## src/rtl/idt_pkg.sv

```systemverilog
package idt_pkg;

    // Control request for one countdown timer.
    typedef struct packed {
        logic arm;
        logic cancel;
    } tmr_ctl_t;

    // Every source that can request a post of the timer cause.
    typedef struct packed {
        logic pkt_expire;
        logic abs_expire;
        logic zero_delay;
        logic flush;
    } post_src_t;

    function automatic logic any_post(input post_src_t s);
        return s.pkt_expire | s.abs_expire | s.zero_delay | s.flush;
    endfunction

endpackage

```

## src/rtl/idt_countdown.sv

```systemverilog
module idt_countdown
    import idt_pkg::*;
#(
    parameter int CNT_W     = 16,
    parameter bit RETRIGGER = 1'b1
) (
    input  logic             clk,
    input  logic             rst,
    input  tmr_ctl_t         ctl,
    input  logic [CNT_W-1:0] load_val,
    output logic             running,
    output logic             expire,
    output logic [CNT_W-1:0] count
);

    logic             run_q;
    logic [CNT_W-1:0] cnt_q;
    logic             accept;

    localparam logic [CNT_W-1:0] ONE = CNT_W'(1);

    generate
        if (RETRIGGER) begin : g_retrig
            // Every arm request reloads the full value.
            assign accept = ctl.arm;
        end else begin : g_oneshot
            // Arm is taken only from idle (or when a cancel empties the timer).
            assign accept = ctl.arm && (!run_q || ctl.cancel);
        end
    endgenerate

    // A cancel at the same edge overrides the expiry.
    assign expire = run_q && (cnt_q == ONE) && !ctl.cancel;

    always_ff @(posedge clk) begin
        if (rst) begin
            run_q <= 1'b0;
            cnt_q <= '0;
        end else if (accept) begin
            run_q <= 1'b1;
            cnt_q <= load_val;
        end else if (ctl.cancel || expire) begin
            run_q <= 1'b0;
            cnt_q <= '0;
        end else if (run_q) begin
            cnt_q <= cnt_q - ONE;
        end
    end

    assign running = run_q;
    assign count   = cnt_q;

endmodule

```

## src/rtl/idt_post_merge.sv

```systemverilog
module idt_post_merge
    import idt_pkg::*;
(
    input  logic      clk,
    input  logic      rst,
    input  post_src_t src,
    input  logic      set_req,
    output logic      post_o,
    output logic      set_o
);

    logic post_q;
    logic set_q;

    always_ff @(posedge clk) begin
        if (rst) begin
            post_q <= 1'b0;
            set_q  <= 1'b0;
        end else begin
            post_q <= any_post(src);
            set_q  <= set_req;
        end
    end

    assign post_o = post_q;
    assign set_o  = set_q;

endmodule

```

## src/rtl/intr_delay_timers.sv

```systemverilog
module intr_delay_timers
    import idt_pkg::*;
#(
    parameter int DELAY_W     = 16,
    parameter int UNIT_CYCLES = 128
) (
    input  logic               clk,
    input  logic               rst,
    input  logic               pkt_done,
    input  logic               delay_en,
    input  logic [DELAY_W-1:0] pkt_delay,
    input  logic [DELAY_W-1:0] abs_delay,
    input  logic               flush,
    input  logic               irq_asserted,
    output logic               cause_post,
    output logic               cause_set
);

    localparam int CNT_W = DELAY_W + $clog2(UNIT_CYCLES);
    localparam logic [CNT_W-1:0] UNIT_L = CNT_W'(UNIT_CYCLES);

    logic             done_q;
    logic             pkt_nz;
    logic             abs_nz;
    logic [CNT_W-1:0] pkt_load;
    logic [CNT_W-1:0] abs_load;
    logic             pkt_run, abs_run;
    logic             pkt_exp, abs_exp;
    logic [CNT_W-1:0] pkt_cnt, abs_cnt;
    tmr_ctl_t         pkt_ctl, abs_ctl;
    post_src_t        src;

    assign done_q   = pkt_done && delay_en;
    assign pkt_nz   = (pkt_delay != '0);
    assign abs_nz   = (abs_delay != '0);
    assign pkt_load = CNT_W'(pkt_delay) * UNIT_L;
    assign abs_load = CNT_W'(abs_delay) * UNIT_L;

    always_comb begin
        pkt_ctl.arm    = done_q && pkt_nz;
        pkt_ctl.cancel = irq_asserted;
        abs_ctl.arm    = done_q && pkt_nz && abs_nz;
        abs_ctl.cancel = irq_asserted;
    end

    idt_countdown #(.CNT_W(CNT_W), .RETRIGGER(1'b1)) u_pkt_tmr (
        .clk      (clk),
        .rst      (rst),
        .ctl      (pkt_ctl),
        .load_val (pkt_load),
        .running  (pkt_run),
        .expire   (pkt_exp),
        .count    (pkt_cnt)
    );

    idt_countdown #(.CNT_W(CNT_W), .RETRIGGER(1'b0)) u_abs_tmr (
        .clk      (clk),
        .rst      (rst),
        .ctl      (abs_ctl),
        .load_val (abs_load),
        .running  (abs_run),
        .expire   (abs_exp),
        .count    (abs_cnt)
    );

    always_comb begin
        src.pkt_expire = pkt_exp;
        src.abs_expire = abs_exp;
        src.zero_delay = done_q && !pkt_nz;
        src.flush      = flush;
    end

    idt_post_merge u_merge (
        .clk     (clk),
        .rst     (rst),
        .src     (src),
        .set_req (irq_asserted && (pkt_run || abs_run)),
        .post_o  (cause_post),
        .set_o   (cause_set)
    );

endmodule

```

## config.mk

```make
export PLATFORM = sky130hd
export DESIGN_NAME = intr_delay_timers
export DESIGN_NICKNAME = d
export VERILOG_FILES = /design/src/rtl/idt_pkg.sv /design/src/rtl/idt_countdown.sv /design/src/rtl/idt_post_merge.sv /design/src/rtl/intr_delay_timers.sv
export SDC_FILE = /design/constraint.sdc
export NUM_CORES = 1
export LEC_CHECK = 0
export ABC_AREA = 1
export ABC_CLOCK_PERIOD_IN_PS = 1810
export BUFFER_PORTS_ARGS = -buffer_cell sky130_fd_sc_hd__buf_4
export CAP_MARGIN = 30
export CELL_PAD_IN_SITES_DETAIL_PLACEMENT = 1
export CELL_PAD_IN_SITES_GLOBAL_PLACEMENT = 2
export CORE_MARGIN = 2
export CORE_UTILIZATION = 31
export CTS_CLUSTER_DIAMETER = 40
export CTS_CLUSTER_SIZE = 10
export DETAILED_ROUTE_END_ITERATION = 12
export GPL_TIMING_DRIVEN = 0
export PLACE_DENSITY_LB_ADDON = 0.15
export SLEW_MARGIN = 20
export SYNTH_ARGS = -nofsm -noshare
export SYNTH_HDL_FRONTEND = slang
export SYNTH_SLANG_ARGS = --single-unit
export TNS_END_PERCENT = 1
```

## constraint.sdc

```tcl
create_clock -name clk -period 1.81 [get_ports clk]
set_clock_uncertainty 0.1 [all_clocks]
set_input_delay 0.362 -clock clk [delete_from_list [all_inputs] [get_ports clk]]
set_output_delay 0.362 -clock clk [all_outputs]
set_load 0.02 [all_outputs]
```

## Word level (Yosys, flattened, before mapping)

Cells that the tools add are included.
W data, S select, Z words.

| word-level totals | value |
|---|---|
| flip-flop bits (word level) | 50 |
| output and inout port bits | 2 |
| bits of input ports | 38 |

| cells by class | value |
|---|---|
| multiplexer cells | 10 |
| reduce and logical (&&, ||, !) cells | 25 |
| bitwise operators | 3 |
| $add $sub $neg | 2 |
| eq/ne operators | 2 |

Operators with widths:

| operator | number |
|---|---|
| $mux W23 | 6 |
| $eq A23 B1 Y1 const B | 2 |
| $sub A23 B1 Y23 const B | 2 |
| $reduce_bool A16 Y1 | 2 |
| $logic_and A1 B1 Y1 | 10 |
| $reduce_bool A3 Y1 | 2 |
| $reduce_or A3 Y1 | 2 |
| $logic_or A1 B1 Y1 | 4 |
| $mux W1 | 4 |
| $reduce_bool A2 Y1 | 2 |
| $logic_not A1 Y1 | 3 |
| $or A1 B1 Y1 | 3 |

## Logic depth before layout (Yosys ltp)

Gate-level depths: netlist of the first run.

| logic depth | value |
|---|---|
| depth in word-level cells | 6 |
| depth in mapped cells | 13 |
| depth with buffers taken out | 13 |

## Hierarchy

A second synthesis of the first run with hierarchy kept.

| unflattened totals | value |
|---|---|
| cells, all modules | 668 |
| area, all modules | 3826.2 um2 |

Modules (own cells, without submodules):

| module | sequential area each (um2) | cells an instance | area each (um2) | instances |
|---|---|---|---|---|
| idt_countdown (u_abs_tmr) | 480.5 | 306 | 1804.2 | 1 |
| idt_countdown (u_pkt_tmr) | 480.5 | 315 | 1803.0 | 1 |
| intr_delay_timers | 0.0 | 40 | 158.9 | 1 |
| idt_post_merge | 40.0 | 7 | 60.1 | 1 |

## Worst setup path after synthesis of the first run

OpenSTA, ideal clock, no wires.

| timing path | value |
|---|---|
| path type | register to register |
| from | register u_abs_tmr.cnt_q[0], in the netlist u_abs_tmr.count[0] |
| to | register u_abs_tmr.cnt_q[18], in the netlist u_abs_tmr.count[18] |
| path slack | 0.236 ns |
| arrival | 1.362 ns |
| path buffers | 0 |
| cell stages (with the launch flop) | 12 |
| data required time | 1.599 ns |
| clock period less this slack | 1.574 ns |
| path through | dfxtp_1 -> inv_1 -> ha_1 -> nand2_1 -> nor2_1 -> nand2_1 -> nor2_1 -> nand2_1 -> nor2_1 -> nor2_1 -> nor2_1 -> nor2_1 |

| on the way | value |
|---|---|
| word-level cells in the longest chain between the ends | 6 |
| elaborated cells on any way between the ends | 9 |

Ends and longest elaborated chain:

| what | RTL line | source |
|---|---|---|
| start, declared | idt_countdown.sv:17 | `logic [CNT_W-1:0] cnt_q;` |
| start signal, assigned | idt_countdown.sv:41 | `cnt_q <= load_val;` |
| start signal, assigned | idt_countdown.sv:46 | `cnt_q <= cnt_q - ONE;` |
| branches (longest 6 deep; another with $sub A23 B1 Y23) | -- |  |

Several ways; the timed one is not identified. The select of a mux whose other input is x is not followed.
A chain may end at the register's enable or synchronous reset.

## Worst setup path after layout of the first run

| timing path | value |
|---|---|
| from | register u_abs_tmr.run_q, in the netlist u_abs_tmr.running |
| to | register u_abs_tmr.cnt_q[11], in the netlist u_abs_tmr.count[11] |

| on the way | value |
|---|---|
| word-level cells in the longest chain between the ends | 5 |
| elaborated cells on any way between the ends | 9 |

Ends and longest elaborated chain:

| what | RTL line | source |
|---|---|---|
| start, declared | idt_countdown.sv:16 | `logic run_q;` |
| start signal, assigned | idt_countdown.sv:37 | `run_q <= 1'b0;` |
| start signal, assigned | idt_countdown.sv:40 | `run_q <= 1'b1;` |
| start signal, assigned | idt_countdown.sv:43 | `run_q <= 1'b0;` |
| $logic_and A1 B1 Y1 (2 in a row) | idt_countdown.sv:33 | `assign expire = run_q && (cnt_q == ONE) && !ctl.cancel;` |
| $logic_or A1 B1 Y1 | idt_countdown.sv:42 | `end else if (ctl.cancel \|\| expire) begin` |
| $mux W23 | idt_countdown.sv:42 |  |
| $mux W23 | idt_countdown.sv:39 | `end else if (accept) begin` |

Several ways; a longest one is shown, not always the timed one.

==> metrics.csv, run 1 <==
metric,value,unit
worst-path maximum fanout,10,
drt pass-1 iters,4,
Critical Path Sink Type,register,
grt ovf,0,
Final Worst Setup Slack,0.0455,ns
Worst Path Arrival,1.88,ns
Worst R2R Setup Slack,0.05,ns
Mean Syn Cell Area,5.89,um2
main combinational cell family by area after synthesis,simple AND/OR/NAND/NOR gates,
Clock Latency Late Sink,0.31,ns
Fin Hold WS,0.137,ns
Boundary Pins,40,
core area,11400,um2
"top cells by count, synth","nand2_1 (184), nor2_1 (149), dfxtp_1 (50), inv_1 (46), nand3_1 (37)",
predominant post-synthesis flop cell,dfxtp_1,
top post-synthesis cells by area,"dfxtp_1 (28%), nand2_1 (19%), nor2_1 (15%)",
final setup fails,0,
total CTS buffers,5,
Tcrit/Tclk final,0.975,
Setup CP Type,register to register,
Placement Setup Slack,-0.273,ns
upper clock frequency limit,0.567,GHz
Layout Area Growth over Synthesis,22.6,%
Total Power,3.28,mW
status,"complete, no violations",
Final min period,1.76,ns
register area share after synthesis,0.276,
antenna cells,0,
launching point of the worst reg2reg path,u_abs_tmr.running,
root buffer cell,clkbuf_16,
yosys warns,0,
# rows,39,
Syn Nets,658,
Pwr Density,738,nW/um2
synth unique cells,33,
Worst Hold Path EP,u_abs_tmr.running,
average wire per standard cell,15.1,um
hold path startpoint,rst,
#FFs+latches synth,50,
Post-Route WL,12.3,mm
number of global-route vias before repair,4040,
clk slew on worst S/H paths,0.07,ns
GRT Total Usage,0.200,
multiplexer share of the synthesized area,0,
Tightest Hold Check Type,input pin to register,
die width,112,um
relative slew slack,0.670,
Lkg Pwr,2.15,nW
most frequent cell after synthesis,nand2_1,
RSZ-0062 raised after global routing,true,
Synth Area in Adders,0.0138,
"Cell Area, Synth",3630,um2
FF-to-FF path depth,10,
CP required,1.92,ns
buffers added on ports,39,
ANT nets after route,0,
htree depth,2,
hpwl dp,9.76,mm
max-slew violation count,0,
Fin. Hold Viols,0,
Placer Congestion,0.850,
"area leader, netlist",dfxtp_1,
number of synthesized flops with an enable pin,0,
asr flop ratio synth,0,
Synth Area in Simple Gates,0.504,
via count,3962,
CTS tree,yes,
die footprint,12600,um2
first-pass GRT wire length,19.9,mm
compound-cell area share of the yosys netlist,0.0825,
clock buffer depth,2,
Die Y-Extent,112,um
top cell type's share of synthesized area,0.276,
dpl cells,798,
Max IR drop VDD,0.362,mV
Clock Sinks,50,
1st-iter DRT viols,93,
Post-Synth XOR/XNOR Area,0.0459,
max cap viols,0,
CP startpoint kind,register,
layout cells sized above 1,0.196,
initial antenna violation count,0,
Nets,711,
detailed-route DRC error count,0,
Worst Hold Depth,2,
TNS Setup,0,ns
Non-Filler Instances,813,
largest net degree at the start of global routing,15,
Starting Density,0.318,
number of vias per cell,4.87,
slew at the pin closest to its max-slew limit,0.495,ns
Reg-to-Reg End,u_abs_tmr.count[11],
Syn Inst Count,616,
==> worst max-delay path by stage <==
stage / endpoint / slack (ns) / from / depth (start not counted)
CTS: u_abs_tmr.count[9] / -0.02 / u_abs_tmr.count[1] / 12
detailed placement: u_pkt_tmr.count[8] / -0.27 / pkt_delay[4] / 10
global route: u_abs_tmr.count[13] / -0.11 / u_abs_tmr.count[1] / 13
global placement: u_pkt_tmr.count[7] / -0.28 / pkt_delay[4] / 10
floorplan: u_abs_tmr.count[18] / 0.24 / u_abs_tmr.count[0] / 11
finish: u_abs_tmr.count[11] / 0.05 / u_abs_tmr.running / 10
==> through the flow <==
step                       util  cell area, um2
after global routing      0.389            4450
after global placement    0.359            4100
after floorplan               -            3630
final                     0.389            4450
after detailed placement  0.359            4100
after CTS                 0.376            4290
==> cell families (layout without fill, tap and decap cells) <==
| kind of cell | count (synthesis) | in the layout |
|---|---|---|
| adder cells (fa/ha/maj) | 4 | 4 |
| buffers and inverters | 65 | 119 |
| AND/OR/NAND/NOR | 420 | 420 |
| flip-flops | 50 | 50 |
| AO/OA/AOI/OAI | 58 | 58 |
| XOR/XNOR | 19 | 19 |
==> registers in the layout, indices dropped and copies added (netlist names) <==
name               flops
u_merge.post_o         1
u_abs_tmr.running      1
u_merge.set_o          1
u_pkt_tmr.count       23
u_abs_tmr.count       23
u_pkt_tmr.running      1
==> area by class of cell <==
class                           count  area (um2)
Buffer                             14         101
Clock buffer                        7         143
Clock inverter                      1        5.00
Fill cell                        1554        6970
Inverter                           51         196
Multi-Input combinational cell    501        2470
Sequential cell                    50        1010
Tap cell                          143         179
Timing Repair Buffer               46         345
==> power breakdown <==
| group | internal, mW | leakage (nW) | switching (mW) |
|---|---|---|---|
| logic | 0.374 | 1.66 | 0.650 |
| registers | 1.17 | 0.412 | 0.0710 |
| clock network | 0.551 | 0.0739 | 0.468 |
==> repair_timing <==
action	4_1_cts	5_1_grt
setup buffers	0	7
resized for setup	17	32
endpoints found under the setup margin	35	40
hold buffers	0	0
pin swaps	0	10
==> layer usage <==
| metal | track usage | vias to the layer above | wire length (um) | share of wire |
|---|---|---|---|---|
| met3 | 0.0259 | 10 | 250 | 0.020 |
| li1 | - | 2046 | - | - |
| met4 | 0.0699 | 0 | 202 | 0.016 |
| met1 | 0.221 | 1865 | 5210 | 0.42 |
| met2 | 0.388 | 41 | 6650 | 0.54 |
| met5 | 0 | - | 0 | 0 |
==> critical path: stages, from the launching register on <==
cell and delay, ns:
dfxtp_2 0.42, inv_2 0.10, nor2_2 0.24, inv_2 0.05, nand2_1 0.11, nor2_4 0.09
nor2_8 0.20, buf_12 0.17, nand3_2 0.07, nand2_1 0.08, nor2_1 0.04
==> layout by cell type (no fill, tap or decap), types with 6 or more instances in the layout <==
| master | n |
|---|---|
| a21oi_1 | 25 |
| nand3_2 | 11 |
| xor2_1 | 9 |
| dfxtp_1 | 46 |
| buf_4 | 48 |
| inv_2 | 6 |
| nand4_1 | 11 |
| nor2_4 | 8 |
| inv_1 | 43 |
| nand2_1 | 180 |
| xnor2_1 | 10 |
| o21ai_0 | 28 |
| buf_2 | 7 |
| nor2_1 | 136 |
| nand3_1 | 37 |
| nor2_2 | 18 |
(Power assumes the default switching activity.)
==> run 2, diff against run 1 <==
- ABC_AREA: 1 -> default
- CORE_UTILIZATION: 31 -> 34
- GPL_TIMING_DRIVEN: 0 -> 1
==> run 2 against run 1 <==
  * The flow now finishes with violations (setup timing)
  * Via count is 17% lower
  * Fmax is 20% lower
  * Cell count down 26%
  * Count of clock-buffer cells in the layout is 1 lower
  * First-iteration DRC count is 48% lower
  * Setup slack worse by 0.43 ns
  * Combinational power hardly changed
  * Largest cell class unchanged
  * Largest power group unchanged
==> metrics.csv, run 2 <==
metric,value,unit,change
Die Y-Extent,97.1,um,was 112 um
hpwl dp,7.78,mm,was 9.76 mm
Critical Path Sink Type,register,,unchanged
grt ovf,0,,unchanged
max-slew violation count,0,,unchanged
Nets,540,,was 711
CP endpoint,u_abs_tmr.count[1],,was u_abs_tmr.count[11]
"Cell Area, Synth",2950,um2,was 3630 um2
final instance area,4490,um2,was 4450 um2
Max IR drop VDD,0.335,mV,was 0.362 mV
clk slew on worst S/H paths,0.10,ns,was 0.07 ns
"top cells by count, synth","dfxtp_1 (50), nor2_1 (34), nand2_1 (27), nor4_1 (23), xnor2_1 (23)",,"was nand2_1 (184), nor2_1 (149), dfxtp_1 (50), inv_1 (46), nand3_1 (37)"
Syn Inst Count,359,,was 616
upper clock frequency limit,0.455,GHz,was 0.567 GHz
layout cells sized above 1,0.415,,was 0.196
htree depth,2,,unchanged
buffers added on ports,39,,unchanged
final setup fails,49,,was 0
top cell type's share of synthesized area,0.340,,was 0.276
Tightest Hold Check Type,input pin to register,,unchanged
ANT nets after route,0,,unchanged
clock share of power,0.270,,was 0.311
Comb power frac,0.336,,was 0.312
launch point of the worst path,pkt_delay[6],,was u_abs_tmr.running
top post-synthesis cells by area,"dfxtp_1 (34%), xnor2_1 (6.8%), nor4_1 (4.9%)",,"was dfxtp_1 (28%), nand2_1 (19%), nor2_1 (15%)"
dpl cell area,4130,um2,was 4100 um2
Net Sw Power,0.959,mW,was 1.19 mW
CP required,1.94,ns,was 1.92 ns
asr flop ratio synth,0,,unchanged
Placer Congestion,0.815,,was 0.850
final core utilization,0.542,,was 0.389
Worst Path Arrival,2.33,ns,was 1.88 ns
FF-to-FF path depth,6,,was 10
relative slew slack,0.733,,was 0.670
Starting Density,0.355,,was 0.318
Lkg Pwr,1.80,nW,was 2.15 nW
Final min period,2.20,ns,was 1.76 ns
largest net degree at the start of global routing,19,,was 15
Setup CP Type,input pin to register,,was register to register
synth unique cells,58,,was 33
worst-path maximum fanout,7,,was 10
status,finished with violations,,"was complete, no violations"
"area leader, netlist",dfxtp_1,,unchanged
cts hold-fix bufs,0,,unchanged
Clock Sinks,50,,unchanged
Pint,2.07,mW,was 2.09 mW
die footprint,9420,um2,was 12600 um2
# rows,33,,was 39
total CTS buffers,5,,unchanged
#FFs+latches synth,50,,unchanged
failing checks,setup timing,,
detailed-route DRC error count,0,,unchanged
Pwr Density,674,nW/um2,was 738 nW/um2
slowest cell on the critical path,o41a_1,,was dfxtp_2
number of vias per cell,5.43,,was 4.87
max cap viols,0,,unchanged
Layout Area Growth over Synthesis,52.6,%,was 22.6%
number of global-route vias before repair,3552,,was 4040
die width,97.1,um,was 112 um
register area share after synthesis,0.340,,was 0.276
Mean Syn Cell Area,8.20,um2,was 5.89 um2
CP startpoint kind,input pin,,was register
Final Worst Setup Slack,-0.388,ns,was 0.0455 ns
GRT Total Usage,0.218,,was 0.200
antenna cells,0,,unchanged
switching part of the total,0.317,,was 0.363
Reg-to-Reg End,u_abs_tmr.count[19],,was u_abs_tmr.count[11]
Flop pwr share,0.394,,was 0.377
Boundary Pins,40,,unchanged
Post-Route WL,10.4,mm,was 12.3 mm
1st-iter DRT viols,48,,was 93
initial antenna violation count,0,,unchanged
number of synthesized flops with an enable pin,0,,unchanged
Clock Latency Late Sink,0.31,ns,about the same
crit-path cells,buf_6 > or4_4 > o41a_1 > nand3b_2 > or4b_4 > a211oi_2,,was inv_2 > nor2_2 > inv_2 > nand2_1 > nor2_4 > nor2_8 > buf_12 > nand3_2 > nand2_1 > nor2_1
RSZ-0062 raised after global routing,true,,unchanged
most frequent cell after synthesis,dfxtp_1,,was nand2_1
yosys warns,0,,unchanged
CTS tree,yes,,unchanged
"commonest cells after routing, fill and taps aside","buf_4 (135), dfxtp_1 (48), nor2_1 (31)",,"was nand2_1 (180), nor2_1 (136), buf_4 (48)"
core area,8300,um2,was 11400 um2
root buffer cell,clkbuf_8,,was clkbuf_16
launching point of the worst reg2reg path,u_abs_tmr.count[17],,was u_abs_tmr.running
predominant post-synthesis flop cell,dfxtp_1,,unchanged
clock buffer depth,2,,unchanged
"most common cell after layout, fill and taps aside",buf_4,,was nand2_1
drt pass-1 iters,4,,unchanged
Fin. Hold Viols,0,,unchanged
via count,3281,,was 3962
Worst R2R Setup Slack,-0.36,ns,was 0.05 ns
first-pass GRT wire length,17.0,mm,was 19.9 mm
slew at the pin closest to its max-slew limit,0.396,ns,was 0.495 ns
average wire per standard cell,17.1,um,was 15.1 um
Crit path largest cell delay,0.55,ns,was 0.42 ns
Syn Nets,401,,was 658
TNS Setup,-13.60,ns,was 0 ns
Tcrit/Tclk final,1.21,,was 0.975
-- run 2: cell types whose count changed after synthesis, moves of 11 or more --
cell / before / now
inv_1: 46 / 14
nand2_1: 184 / 27
nand3_1: 37 / 3
nand3_2: 11 / 0
nor2_1: 149 / 34
nor2_2: 12 / 0
nor3_1: 3 / 16
nor4_1: 0 / 23
o21ai_0: 29 / 17
xnor2_1: 10 / 23
-- run 2: layout make-up --
class                           instances  area, um2
Clock buffer                            6       72.6
Clock inverter                          2       37.5
Fill cell                            1003       3800
Inverter                               15       56.3
Multi-Input combinational cell        276       2000
Sequential cell                        50       1000
Tap cell                              105        131
Timing Repair Buffer                  150       1190
-- run 2: stage by stage --
| stage | power [mW] | hold slack [ns] | setup slack (ns) | instances |
|---|---|---|---|---|
| 2_1_floorplan | 1.68 | 0.357 | -0.620 | 359 |
| 3_3_place_gp | 2.09 | 0.391 | -0.692 | 593 |
| 3_5_place_dp | 2.12 | 0.404 | -0.750 | 593 |
| 4_1_cts | 3.02 | 0.149 | -0.373 | 603 |
| 5_1_grt | 3.18 | 0.155 | -0.444 | 604 |
| 6_report | 3.03 | 0.156 | -0.388 | 604 |
-- run 2: per-layer routing --
metal / part of all wire / wire length, um / up-vias / global-route usage
met2: 0.54 / 5540 / 65 / 0.417
met5: 0 / 0 / - / 0
met3: 0.031 / 316 / 19 / 0.0302
met4: 0.023 / 240 / 0 / 0.0531
li1: - / - / 1613 / -
met1: 0.41 / 4250 / 1584 / 0.255
-- run 2: repair_timing --
action,in CTS,in global routing
gates resized for setup,42,20
pin swaps,20,9
buffers inserted,2,2
setup endpoints to repair,49,49
-- run 2: power by group through the flow --
stage / Sequential [mW] / Clock (mW) / Combinational [mW]
2_1_floorplan: 1.22 / 0 / 0.454
3_3_place_gp: 1.21 / 0 / 0.882
3_5_place_dp: 1.21 / 0 / 0.902
4_1_cts: 1.19 / 0.843 / 0.986
5_1_grt: 1.20 / 0.876 / 1.11
6_report: 1.19 / 0.818 / 1.02
-- run 2: cells by family (layout without fill, tap and decap cells) --
| logic type | after synthesis | count (layout) | share of synthesized area |
|---|---|---|---|
| adders and majority gates | 4 | 4 | 0.0170 |
| buffers and inverters | 33 | 173 | 0.0489 |
| and+or+nand+nor | 154 | 154 | 0.286 |
| DFF | 50 | 50 | 0.340 |
| xor gates and xnor gates | 29 | 29 | 0.0862 |
| muxes | 1 | 1 | 0.00340 |
| AOI/OAI and AO/OA | 88 | 88 | 0.218 |
-- run 2: worst min path at each step --
stage | slack [ns] | depth (start not counted) | endpoint | start
3_3_place_gp | 0.39 | 2 | u_abs_tmr.count[21] | u_abs_tmr.count[21]
2_1_floorplan | 0.36 | 2 | u_abs_tmr.count[11] | u_abs_tmr.count[11]
3_5_place_dp | 0.40 | 2 | u_abs_tmr.count[21] | u_abs_tmr.count[21]
4_1_cts | 0.15 | 3 | u_pkt_tmr.count[15] | pkt_delay[8]
6_report | 0.16 | 3 | u_pkt_tmr.count[15] | pkt_delay[8]
5_1_grt | 0.15 | 3 | u_pkt_tmr.count[15] | pkt_delay[8]
-- run 2: critical path: cells and delay by family --
family	cells	cell delay (ns)
compound gates	2	0.71
simple gates	3	1.16
buf+inv	1	0.09
==> run 3, diff against run 2 <==
- ABC_AREA: default -> 1
- CORE_UTILIZATION: 34 -> 31
==> run 3 against run 2 <==
  * The run now ends clean
  * Global-route usage shrank 1.6 points
  * Count of clock-buffer cells in the layout rose by 1
  * Sequential share of layout area decreased by 0.13 points
  * Non-clock buffer count down 76
  * Total power is 9.1% higher
  * Routed wire length is 17% higher
  * Sequential power rose by 3%
  * Utilization is 15 points lower
  * Critical path depth increased by 7
  * Cell count is 37% higher
  * Critical endpoint is now u_abs_tmr.count[17]
  * Largest cell class unchanged
==> metrics.csv, run 3 (synthesized netlist as in run 1, its figures left out) <==
metric,value,unit,change
crit-path cells,inv_2 > ha_1 > nand2_1 > inv_1 > nand2_1 > nor2_2 > nand3_4 > nand2_4 > nor2_8 > buf_12 > nand3_1 > nand2_1 > nor2_1,,was buf_6 > or4_4 > o41a_1 > nand3b_2 > or4b_4 > a211oi_2
launching point of the worst reg2reg path,u_abs_tmr.count[1],,was u_abs_tmr.count[17]
number of global-route vias before repair,4222,,was 3552
CP startpoint kind,register,,was input pin
GRT Total Usage,0.202,,was 0.218
core area,11400,um2,was 8300 um2
max cap viols,0,,unchanged
grt ovf,0,,unchanged
Die Y-Extent,112,um,was 97.1 um
layout cells sized above 1,0.199,,was 0.415
RSZ-0062 raised after global routing,true,,unchanged
die width,112,um,was 97.1 um
status,"complete, no violations",,was finished with violations
Boundary Pins,40,,unchanged
Final min period,1.70,ns,was 2.20 ns
Starting Density,0.318,,was 0.355
launch point of the worst path,u_abs_tmr.count[1],,was pkt_delay[6]
Max IR drop VDD,0.334,mV,was 0.335 mV
worst-path maximum fanout,11,,was 7
TNS Setup,0,ns,was -13.60 ns
clk slew on worst S/H paths,0.07,ns,was 0.10 ns
max-slew violation count,0,,unchanged
Tcrit/Tclk final,0.937,,was 1.21
clock buffer depth,2,,unchanged
relative slew slack,0.761,,was 0.733
Clock Latency Late Sink,0.31,ns,about the same
final setup fails,0,,was 49
via count,4025,,was 3281
detailed-route DRC error count,0,,unchanged
root buffer cell,clkbuf_16,,was clkbuf_8
upper clock frequency limit,0.590,GHz,was 0.455 GHz
total CTS buffers,5,,unchanged
Nets,725,,was 540
Pwr Density,730,nW/um2,was 674 nW/um2
Crit path largest cell delay,0.32,ns,was 0.55 ns
Post-Route WL,12.1,mm,was 10.4 mm
ANT nets after route,0,,unchanged
hold path startpoint,rst,,was pkt_delay[8]
htree depth,2,,unchanged
buffers added on ports,39,,unchanged
Lkg Pwr,2.22,nW,was 1.80 nW
first-pass GRT wire length,20.4,mm,was 17.0 mm
Placement Setup Slack,-0.0454,ns,was -0.750 ns
average wire per standard cell,14.7,um,was 17.1 um
die footprint,12600,um2,was 9420 um2
CTS tree,yes,,unchanged
Placer Congestion,0.864,,was 0.815
cts hold-fix bufs,0,,unchanged
Setup CP Type,register to register,,was input pin to register
initial antenna violation count,0,,unchanged
fillers,1570,,was 1003
CP required,1.96,ns,was 1.94 ns
Worst Path Arrival,1.84,ns,was 2.33 ns
# rows,39,,was 33
Tightest Hold Check Type,input pin to register,,unchanged
number of vias per cell,4.87,,was 5.43
slew at the pin closest to its max-slew limit,0.357,ns,was 0.396 ns
largest net degree at the start of global routing,33,,was 19
Fin. Hold Viols,0,,unchanged
Final Worst Setup Slack,0.114,ns,was -0.388 ns
Layout Area Growth over Synthesis,24.8,%,was 52.6%
slowest cell on the critical path,dfxtp_2,,was o41a_1
1st-iter DRT viols,97,,was 48
antenna cells,0,,unchanged
"commonest cells after routing, fill and taps aside","nand2_1 (183), nor2_1 (140), buf_4 (70)",,"was buf_4 (135), dfxtp_1 (48), nor2_1 (31)"
drt pass-1 iters,4,,unchanged
"most common cell after layout, fill and taps aside",nand2_1,,was buf_4
Clock Sinks,50,,unchanged
hpwl dp,9.62,mm,was 7.78 mm
crit-path most repeated cell,nand2_1,,
Critical Path Sink Type,register,,unchanged
run 3: area by class of cell:
cell class	count	area (um2)	area share
multi-input combinational	501	2400	0.529
clock inverter	1	5.00	0.00111
sequential	50	1000	0.222
tap	143	179	0.0395
inverter	51	194	0.0428
clock buffer	7	143	0.0315
timing repair buffer	74	606	0.134
run 3: where the power goes:
group	switching [mW]	internal [mW]	leakage [nW]
Sequential	0.0633	1.17	0.411
Clock	0.456	0.550	0.0739
Combinational	0.654	0.413	1.73
run 3: path summary, 6_finish.rpt:
check                           cells past startpoint  slack, ns                  end
worst max-delay path                               13       0.11  u_abs_tmr.count[17]
worst min-delay path                                2       0.13    u_abs_tmr.running
worst max register to register                     13       0.11  u_abs_tmr.count[17]
worst min register to register                      2       0.37   u_abs_tmr.count[1]
run 3: layer usage:
layer  share of wire  up-vias  global-route usage
li1                -     2071                   -
met3           0.023       12              0.0243
met1            0.42     1903               0.228
met4           0.017        0              0.0659
met2            0.54       39               0.391
met5               0        -                   0
run 3: stage by stage:
step | hold WS [ns] | cell area (um2) | util | total power [mW] | std cells
6_report | 0.134 | 4530 | 0.396 | 3.30 | 827
5_1_grt | 0.147 | 4530 | 0.396 | 3.53 | 827
4_1_cts | 0.142 | 4460 | 0.391 | 3.33 | 826
3_5_place_dp | 0.371 | 4310 | 0.378 | 2.31 | 818
3_3_place_gp | 0.349 | 4310 | 0.378 | 2.28 | 818
2_1_floorplan | 0.331 | 3630 | - | 1.92 | 616
run 3: what timing repair did:
action | 4_1_cts | 5_1_grt
hold endpoints to repair | 0 | 0
gates resized for setup | 0 | 22
buffers inserted | 0 | 1
setup endpoints to repair | 0 | 42
run 3: worst max-delay path: cells and delay by family, from the launching register on:
kind | cells | cell delay [ns]
flops | 1 | 0.32
simple gates | 9 | 0.80
buf+inv | 3 | 0.27
fa+ha+maj | 1 | 0.13
